$ cat src/rtl/commut_pkg.sv
package commut_pkg;

  // Move progress, one state per commutation step.
  typedef enum logic [1:0] {
    ST_HOLD      = 2'd0,  // selected switch fully on
    ST_DROP_IDLE = 2'd1,  // old non-carrying half released
    ST_OVERLAP   = 2'd2,  // carrying halves of old and new both on
    ST_HANDOVER  = 2'd3   // old carrying half released
  } step_e;

  // Returns {carrying_half_on, other_half_on} for one input.
  function automatic logic [1:0] half_pattern(step_e st, logic is_cur, logic is_nxt);
    logic carry_on;
    logic other_on;
    carry_on = 1'b0;
    other_on = 1'b0;
    unique case (st)
      ST_HOLD: begin
        carry_on = is_cur;
        other_on = is_cur;
      end
      ST_DROP_IDLE: carry_on = is_cur;
      ST_OVERLAP:   carry_on = is_cur | is_nxt;
      ST_HANDOVER:  carry_on = is_nxt;
      default: ;
    endcase
    return {carry_on, other_on};
  endfunction

endpackage

$ cat src/rtl/commut_req_filter.sv
module commut_req_filter #(
  parameter int NUM_IN = 3,
  parameter int CODE_W = $clog2(NUM_IN)
) (
  input  logic [CODE_W-1:0] code,
  input  logic [CODE_W-1:0] cur_sel,
  input  logic              busy,
  output logic              start
);
  localparam logic [CODE_W:0] LIMIT = (CODE_W+1)'(NUM_IN);

  logic legal;

  always_comb begin
    legal = ({1'b0, code} < LIMIT);
    start = legal && (code != cur_sel) && !busy;
  end
endmodule

$ cat src/rtl/commut_step_ctrl.sv
module commut_step_ctrl
  import commut_pkg::*;
#(
  parameter int NUM_IN = 3,
  parameter int CODE_W = $clog2(NUM_IN)
) (
  input  logic              clk,
  input  logic              rst,
  input  logic              start,
  input  logic [CODE_W-1:0] target,
  input  logic              dir_in,
  output step_e             step,
  output logic [CODE_W-1:0] cur_sel,
  output logic [CODE_W-1:0] nxt_sel,
  output logic              dir_q,
  output logic              busy
);
  always_ff @(posedge clk) begin
    if (rst) begin
      step    <= ST_HOLD;
      cur_sel <= '0;
      nxt_sel <= '0;
      dir_q   <= 1'b1;
    end else begin
      unique case (step)
        ST_HOLD: begin
          if (start) begin
            nxt_sel <= target;
            dir_q   <= dir_in;
            step    <= ST_DROP_IDLE;
          end
        end
        ST_DROP_IDLE: step <= ST_OVERLAP;
        ST_OVERLAP:   step <= ST_HANDOVER;
        ST_HANDOVER: begin
          cur_sel <= nxt_sel;
          step    <= ST_HOLD;
        end
        default: step <= ST_HOLD;
      endcase
    end
  end

  assign busy = (step != ST_HOLD);
endmodule

$ cat src/rtl/commut_gate_map.sv
module commut_gate_map
  import commut_pkg::*;
#(
  parameter int NUM_IN = 3,
  parameter int CODE_W = $clog2(NUM_IN)
) (
  input  step_e             step,
  input  logic [CODE_W-1:0] cur_sel,
  input  logic [CODE_W-1:0] nxt_sel,
  input  logic              dir_q,
  output logic [NUM_IN-1:0] fwd,
  output logic [NUM_IN-1:0] rev
);
  for (genvar i = 0; i < NUM_IN; i++) begin : g_in
    logic [1:0] pat;
    always_comb begin
      pat    = half_pattern(step, cur_sel == CODE_W'(i), nxt_sel == CODE_W'(i));
      fwd[i] = dir_q ? pat[1] : pat[0];
      rev[i] = dir_q ? pat[0] : pat[1];
    end
  end
endmodule

$ cat src/rtl/phase_commutator.sv
module phase_commutator
  import commut_pkg::*;
#(
  parameter int NUM_IN = 3,
  parameter int CODE_W = $clog2(NUM_IN)
) (
  input  logic              clk,
  input  logic              rst,
  input  logic [CODE_W-1:0] sel_code,
  input  logic              cur_pos,
  output logic [NUM_IN-1:0] fwd_gate,
  output logic [NUM_IN-1:0] rev_gate
);
  step_e             seq_step;
  logic [CODE_W-1:0] seq_cur;
  logic [CODE_W-1:0] seq_nxt;
  logic              seq_dir;
  logic              seq_busy;
  logic              seq_start;

  commut_req_filter #(.NUM_IN(NUM_IN), .CODE_W(CODE_W)) u_filt (
    .code    (sel_code),
    .cur_sel (seq_cur),
    .busy    (seq_busy),
    .start   (seq_start)
  );

  commut_step_ctrl #(.NUM_IN(NUM_IN), .CODE_W(CODE_W)) u_ctrl (
    .clk     (clk),
    .rst     (rst),
    .start   (seq_start),
    .target  (sel_code),
    .dir_in  (cur_pos),
    .step    (seq_step),
    .cur_sel (seq_cur),
    .nxt_sel (seq_nxt),
    .dir_q   (seq_dir),
    .busy    (seq_busy)
  );

  commut_gate_map #(.NUM_IN(NUM_IN), .CODE_W(CODE_W)) u_map (
    .step    (seq_step),
    .cur_sel (seq_cur),
    .nxt_sel (seq_nxt),
    .dir_q   (seq_dir),
    .fwd     (fwd_gate),
    .rev     (rev_gate)
  );
endmodule

$ cat config.mk
export PLATFORM = sky130hd
export DESIGN_NAME = phase_commutator
export DESIGN_NICKNAME = d
export VERILOG_FILES = /design/src/rtl/commut_pkg.sv /design/src/rtl/commut_req_filter.sv /design/src/rtl/commut_step_ctrl.sv /design/src/rtl/commut_gate_map.sv /design/src/rtl/phase_commutator.sv
export SDC_FILE = /design/constraint.sdc
export NUM_CORES = 1
export LEC_CHECK = 0
export CAP_MARGIN = 25
export CORE_AREA = 2 2 39 41
export DETAILED_ROUTE_END_ITERATION = 10
export DIE_AREA = 0 0 41 43
export GPL_TIMING_DRIVEN = 1
export PLACE_DENSITY = 0.69
export SLEW_MARGIN = 20
export SYNTH_ARGS = -nofsm -noshare
export SYNTH_HDL_FRONTEND = slang
export SYNTH_SLANG_ARGS = --single-unit
$ cat constraint.sdc
create_clock -name clk -period 2.7 [get_ports clk]
set_clock_uncertainty 0.2 [all_clocks]
set_input_delay 0.405 -clock clk [delete_from_list [all_inputs] [get_ports clk]]
set_output_delay 0.405 -clock clk [all_outputs]
set_load 0.02 [all_outputs]
* Word-level counts from Yosys, hierarchy flattened *
Cells that the tools add are included.

storage, ports and cells
  flip-flop bits (word level) = 7
  latch bits = 0
  bits in writable memories = 0
  bits in read-only memories = 0
  output and inout port bits = 6
  logic and storage cells = 40
  memories = 0

cells by class
  $add $sub $neg = 0
  $mul = 0
  divide/modulo/power cells = 0
  order comparisons = 1
  equal/unequal tests = 9
  shift operators = 0
  muxes and demuxes = 14
  bitwise gates (word level) = 3
  reductions and logical operators = 9

operators by type and width
  kind                number
  $mux 1              9
  $pmux 1 s3          3
  $eq 2x2->1 const B  4
  $pmux 2 s4          1
  $eq 2x1->1 const B  3
  $logic_not 2->1     3
  $or 1x1->1          3
  $logic_and 1x1->1   2
  $lt 2x2->1 const B  1
  $mux 2              1
  $ne 2x2->1          1
  $ne 2x2->1 const B  1
  $reduce_and 2->1    1
  $reduce_bool 2->1   1
  $reduce_or 2->1     1
  $logic_not 1->1     1

* Logic depth before layout (Yosys ltp) *
Gate-level depths: netlist (run 1).

  depth in word-level cells = 5
  gate-level depth with buffers = 6
  mapped depth without buffers = 6

* Hierarchy *
Synthesis (run 1) repeated with hierarchy kept, for this count alone.

unflattened totals
  cell total of the unflattened synthesis = 57
  area, all modules = 470.5 um^2

by module, submodules not included
  module             times used  cells each  area each (um^2)  sequential area each (um^2)
  commut_step_ctrl   1           33          311.5             140.1
  commut_gate_map    1           18          118.9             0.0
  commut_req_filter  1           6           40.0              0.0

* Least setup slack after synthesis (run 1) *
OpenSTA, ideal clock, no wires.

  kind = register to output
  from = reg u_ctrl.step[1]
  to = out fwd_gate[0]
  arrival time = 1.358 ns
  slack = 0.737 ns
  stages on the path, launching flop included = 6
  buffers on the path = 0
  cells stage by stage = dfxtp_1 -> ha_1 -> nor2_1 -> o32ai_1 -> o21ai_1 -> mux2i_1

between the ends
  longest elaborated chain between the ends = 4
  elaborated cells on any way between the ends = 8
  classes of those cells = 3 x eq/ne; 3 x mux; 2 x reduce/logical

ends and longest elaborated chain
  element                                               line                    RTL
  from (decl)                                           commut_step_ctrl.sv:12  output step_e step,
  from (signal assigned)                                commut_step_ctrl.sv:20  step <= ST_HOLD;
  from (signal assigned)                                commut_step_ctrl.sv:30  step <= ST_DROP_IDLE;
  from (signal assigned)                                commut_step_ctrl.sv:33  ST_DROP_IDLE: step <= ST_OVERLAP;
  $eq 2x1->1 / $logic_not 2->1 (equally long branches)  commut_pkg.sv:17        unique case (st)
  $reduce_or 2->1 (no line)                             --
  $pmux 1 s3                                            commut_pkg.sv:17
  $mux 1 *                                              commut_gate_map.sv:18   fwd[i] = dir_q ? pat[1] : pat[0];
  to (decl)                                             phase_commutator.sv:11  output logic [NUM_IN-1:0] fwd_gate,

Mark *: on every way between the ends. The rest lies on a longest branch, timed or not.

* Worst setup path in the final report (run 1) *
  from = reg u_ctrl.step[0]
  to = out fwd_gate[2]

The elaborated chain is that of the path after synthesis.

==> results.yml, run 1 <==
timing:
  maxSlewHeadroom_pct: 77.4
  hold-worst-slack_ns: 0.322
  report.final.slew_viol_count: 0
  setup_viol: 0
  tightest_slew_ns: 0.339
  fin_crit_sh_pct: 93.8
  max_freq_mhz: 395
  timing.final.crit_period_ns: 2.53
  final.setup.tns_ns: 0
  rsz0062_at_grt: "false"
  finalHoldViolations: 0
layout:
  area_growth_pct: 27.2
  n_antenna_cell: 0
  num-fill-cells: 129
  final_cell_mix: "11 x mux2i_1, 9 x nor2_1, 8 x nand2b_1, 7 x dfxtp_1, 6 x clkdlybuf4s50_1"
  layout_commonest_cell: "mux2i_1"
  drive_above_1_share_pct: 10.5
  final_util_pct: 49.0
  fin_nets: 85
cts:
  cts-hold-fix-buffers: 0
  cts_root_buf: "clkbuf_4"
  max-clock-path-buffers: 2
  cts_setup_buffers: 0
  clock-sinks: 7
  cts_tree: "yes"
  cts_inserted_buffers: 3
  cts-htree-levels: 1
  clock_latency_ns: 0.25
  path_clk_slew_ns: 0.05
placed_design:
  io_buffers: 10
  dpl.hpwl_um: 721
  gp_routability_congestion: 0.763
grt:
  antenna_found_initial: 0
  overflow: 0
  grt_pass1_wl_um: 1660
  grt_start_max_net_pins: 12
  grt_pass1_vias: 412
  grt_usage_pct: 14.0
logic_synthesis:
  syn_avg_cell_area_um2: 8.33
  yosysSeqAreaShare_pct: 26.3
  synth_flop_cell: "dfxtp_1"
  netlist_instances: 64
  synth_cell_types: 19
  ys_ff_latch: 7
  async_reset_ff_share_pct: 0
  yosysWarnings: 0
  synth_nets: 72
  synth_edf_count: 0
  netlist_area_um2: 533
floorplan:
  die-area_mm2: 0.00176
  initial_utilization_pct: 38.5
  die_y_um: 43
  num_io_pins: 11
  fp-row-count: 14
  coreArea_mm2: 0.00138
  die_w_um: 41
critical_path:
  worstPathArrival_ns: 1.93
  worst_setup_path_start_kind: "register"
  required_ns: 2.10
  cp-end-kind: "output pin"
  criticalPathCategory: "register to output pin"
  r2r_setup_slack_ns: 1.25
  cp_max_fo: 3
route:
  first_iter_violations: 3
  ant_nets: 0
  vias: 461
  drt_first_pass_iters: 4
  drt-total-wl_um: 948
  via_per_inst: 5.01
  drc: 0
  wl_per_cell_um: 10.3
power_and_ir_drop:
  p_leak_nw: 0.334
  ir_worst_vdd_mv: 0.264
  power_uw: 506
  power_density_mw_per_mm2: 746
worst_hold_path:
  hp-class: "register to register"
run_status:
  status: "finished, final reports clean"
job:
  maxCapViolCount: 0
[synthesized netlist by cell type (2+ instances only)]
cell type | instances | area (µm²)
a21oi_2 | 2 | 17.5
clkbuf_1 | 2 | 7.51
dfxtp_1 | 7 | 140
ha_1 | 3 | 37.5
inv_1 | 5 | 18.8
mux2i_1 | 11 | 110
nand2_1 | 2 | 7.51
nand2b_1 | 8 | 50.1
nor2_1 | 9 | 33.8
nor2b_1 | 4 | 25.0
o21ai_1 | 2 | 10.0
o22ai_1 | 2 | 12.5
[report_power, final]
group / total [mW] / internal, mW / switching (mW)
combinational: 0.251 / 0.123 / 0.128
sequential: 0.158 / 0.128 / 0.0305
clock: 0.0965 / 0.0565 / 0.0400
total: 0.506 / 0.307 / 0.199
[kinds of logic after synthesis]
| logic type | Yosys count | share of synthesized area [%] |
|---|---|---|
| and+or+nand+nor | 27 | 28.9 |
| muxes | 11 | 20.7 |
| DFF | 7 | 26.3 |
| adders and majority gates | 3 | 7.04 |
| AOI/OAI and AO/OA | 9 | 12.2 |
| buffers and inverters | 7 | 4.93 |
[critical path, stage by stage, from the launching register on]
cell and delay, ns:
dfxtp_1 0.34, inv_1 0.07, ha_1 0.21, nor2_1 0.18
nor2b_1 0.07, o22ai_1 0.16, mux2i_1 0.10, clkdlybuf4s50_1 0.54
[sequential cells by signal, indices dropped and copies added (netlist names)]
signal          flops
u_ctrl.cur_sel      2
u_ctrl.nxt_sel      2
u_ctrl.step         2
u_ctrl.dir_q        1
[area by class of cell]
| type | count | area [µm²] | share of cell area [%] |
|---|---|---|---|
| Inverter | 5 | 18.8 | 2.77 |
| Sequential cell | 7 | 140 | 20.7 |
| Tap cell | 16 | 20.0 | 2.95 |
| Multi-Input combinational cell | 50 | 367 | 54.1 |
| Clock buffer | 4 | 26.3 | 3.87 |
| Timing Repair Buffer | 10 | 106 | 15.7 |
[layer usage]
metal  track usage, %  share of wire, %
met1             17.7                47
met2             19.7                47
met3             3.14               3.5
met4             10.0               2.0
met5                0                 0
[worst paths after layout]
kind,startpoint,end,depth (start not counted)
setup / recovery,u_ctrl.step[0],fwd_gate[2],7
hold / removal,u_ctrl.step[1],u_ctrl.step[1],2
setup reg to reg,u_ctrl.step[0],u_ctrl.step[1],4
hold reg to reg,u_ctrl.step[1],u_ctrl.step[1],2
[timing repair]
action,CTS,global route
endpoints found under the setup margin,1,3
endpoints found under the hold margin,0,0
resized for setup,1,3
[metrics by stage]
stage	setup slack (ns)	cell area, µm²	cells
2_1_floorplan	0.737	533	64
3_3_place_gp	0.310	646	88
3_5_place_dp	0.289	646	88
4_1_cts	0.00577	671	92
5_1_grt	0.00756	678	92
6_report	0.168	678	92
(Power assumes the default switching activity.)
==> run 2: changes to the inputs <==
Settings changed: ABC_AREA set to 1, CTS_BUF_LIST set to sky130_fd_sc_hd__clkbuf_8, PLACE_DENSITY 0.69 to 0.66.
==> run 2 against run 1 <==
Against the previous run:
- highest routed layer unchanged
- synthesized area shrank 6.6%
- final area is 1.8% lower
- total power up 49%
- final cell count rose by 18%
- combinational power is 73% higher
- global-route usage is 0.69 points lower
- core utilization fell by 0.90 points
- largest cell class unchanged
- maximum frequency rose by 0.83%
==> results.yml, run 2 <==
placed_design:
  place_ws_ns: 0.382
  io_buffers: 10
  dpl.hpwl_um: 765
  dp.cells: 105
  placed_area_um2: 618
  gp_routability_congestion: 0.738
power_and_ir_drop:
  p_int_uw: 419
  pwr-share-clk_pct: 19.3
  combPwrFrac_pct: 57.5
  power_density_mw_per_mm2: 1130
  swShare_pct: 44.5
  power_uw: 754
  ir_worst_vdd_mv: 0.658
  p_leak_nw: 0.324
  pwr-share-seq_pct: 23.1
  p_switching_uw: 336
grt:
  overflow: 0
  antenna_found_initial: 0
  grt_usage_pct: 13.3
  grt_pass1_vias: 405
  grt_start_max_net_pins: 9
  grt_pass1_wl_um: 1590
layout:
  seq_area_um2: 140
  area_growth_pct: 33.7
  multiInputGateArea_um2: 315
  layout_commonest_cell: "nand2_1"
  drive_above_1_share_pct: 18.3
  final_cell_mix: "20 x nand2_1, 10 x inv_1, 10 x clkdlybuf4s50_1, 9 x o21ai_0, 8 x nor2_1"
  final_util_pct: 48.1
  fin_nets: 102
  n_antenna_cell: 0
  finalNonFillerCells: 109
  finalInstanceArea_um2: 666
  reg_top3: "u_ctrl.cur_sel: 2 flops, u_ctrl.nxt_sel: 2 flops, u_ctrl.step: 2 flops"
  num-fill-cells: 134
timing:
  setup_ws_ns: 0.188
  fin_crit_sh_pct: 93.0
  report.final.slew_viol_count: 0
  rsz0062_at_grt: "false"
  hold-worst-slack_ns: 0.310
  final.setup.tns_ns: 0
  finalHoldViolations: 0
  setup_viol: 0
  tightest_slew_ns: 0.311
  maxSlewHeadroom_pct: 79.2
  max_freq_mhz: 398
  timing.final.crit_period_ns: 2.51
cts:
  path_clk_slew_ns: 0.04
  cts_tree: "yes"
  cts-hold-fix-buffers: 0
  max-clock-path-buffers: 2
  cts-htree-levels: 1
  cts_root_buf: "clkbuf_8"
  clock-sinks: 7
  cts_inserted_buffers: 3
  clock_latency_ns: 0.23
route:
  drt_first_pass_iters: 4
  vias: 505
  first_iter_violations: 7
  drt-total-wl_um: 957
  ant_nets: 0
  drc: 0
  wl_per_cell_um: 8.78
  via_per_inst: 4.63
critical_path:
  worstPathArrival_ns: 1.91
  required_ns: 2.10
  cp_max_fo: 6
  r2r_setup_slack_ns: 1.36
  worst_setup_path_start_kind: "register"
  r2r_start: "u_ctrl.step[0]"
  r2r-end: "u_ctrl.nxt_sel[0]"
  criticalPathCategory: "register to output pin"
  worstRegToRegCells: 5
  cp-end-kind: "output pin"
run_status:
  status: "finished, final reports clean"
worst_hold_path:
  hold_depth: 2
  min-delay-start: "u_ctrl.step[0]"
  hp-class: "register to register"
  holdPathEnd: "u_ctrl.step[0]"
logic_synthesis:
  synth_commonest_cells: "20 x nand2_1, 9 x inv_1, 9 x o21ai_0"
  netlist_area_um2: 498
  synth_nets: 87
  synth_edf_count: 0
  netlist.area_leader.share_pct: 28.1
  synth_flop_cell: "dfxtp_1"
  synth.most_common_cell: "nand2_1"
  yosysWarnings: 0
  ys_ff_latch: 7
  async_reset_ff_share_pct: 0
  ys_top_cells_by_area: "dfxtp_1 28%, nand2_1 15%, o21ai_0 9.0%, ha_1 7.5%, nand2_2 7.5%"
  syn_avg_cell_area_um2: 6.30
  synth_cell_types: 14
  synth_top_area_cell: "dfxtp_1"
  netlist_instances: 79
  yosysSeqAreaShare_pct: 28.1
floorplan:
  coreArea_mm2: 0.00138
  initial_utilization_pct: 36.0
  fp-row-count: 14
  die_w_um: 41
  die-area_mm2: 0.00176
  die_y_um: 43
  num_io_pins: 11
job:
  maxCapViolCount: 0
==> run 2: cell types whose count changed after synthesis, sizes merged, moves of 2 or more <==
| cell | before | now |
|---|---|---|
| nand3 | 1 | 6 |
| nand2b | 9 | 0 |
| inv | 5 | 12 |
| clkbuf | 2 | 0 |
| mux2i | 11 | 0 |
| nand2 | 2 | 27 |
| o21ai | 3 | 9 |
| nor2b | 4 | 0 |
==> run 2: worst max path at each step <==
stage / startpoint / end / slack [ns]
2_1_floorplan: u_ctrl.step[0] / fwd_gate[0] / 0.82
6_report: u_ctrl.step[1] / fwd_gate[0] / 0.19
3_5_place_dp: u_ctrl.step[1] / rev_gate[0] / 0.38
4_1_cts: u_ctrl.step[1] / rev_gate[0] / 0.13
3_3_place_gp: u_ctrl.step[1] / fwd_gate[0] / 0.41
5_1_grt: u_ctrl.step[1] / fwd_gate[0] / 0.01
==> run 2: power groups by stage <==
stage | Sequential (mW) | Combinational [mW] | Clock (mW)
after floorplan | 0.168 | 0.308 | 0
after global placement | 0.174 | 0.437 | 0
after detailed placement | 0.175 | 0.436 | 0
after CTS | 0.174 | 0.438 | 0.148
after global routing | 0.180 | 0.499 | 0.154
final | 0.174 | 0.434 | 0.146
==> run 2: layout make-up <==
cell class	instances	area share, %
Multi-Input combinational cell	60	47.4
Sequential cell	7	21.1
Timing Repair Buffer	10	15.0
Inverter	12	6.77
Clock buffer	3	6.20
Tap cell	16	3.01
Clock inverter	1	0.564
==> run 2: per-layer routing <==
layer	GRT usage, %	up-vias	wire length [µm]
met4	8.00	0	25
met3	3.14	3	55
met5	0	-	0
met1	17.2	208	458
met2	19.1	16	417
li1	-	278	-
==> run 2: critical path, stage by stage (launching register included) <==
cell             delay (ns)
dfxtp_1                0.36
ha_2                   0.24
nor2_1                 0.09
o22ai_1                0.22
nand2_1                0.07
o21ai_0                0.07
clkdlybuf4s50_1        0.62
==> run 2: repair_timing <==
action | CTS | global route
resized for setup | 0 | 1
setup buffers | 0 | 0
setup endpoints to repair | 0 | 4
==> run 2: cell families (layout without fill, tap and decap cells) <==
group,Yosys count,after routing,share of synthesized area (%)
AO/OA/AOI/OAI,14,14,14.8
adder cells (fa/ha/maj),3,3,7.54
flip-flops,7,7,28.1
AND/OR/NAND/NOR,43,43,40.5
buffers and inverters,12,26,9.04
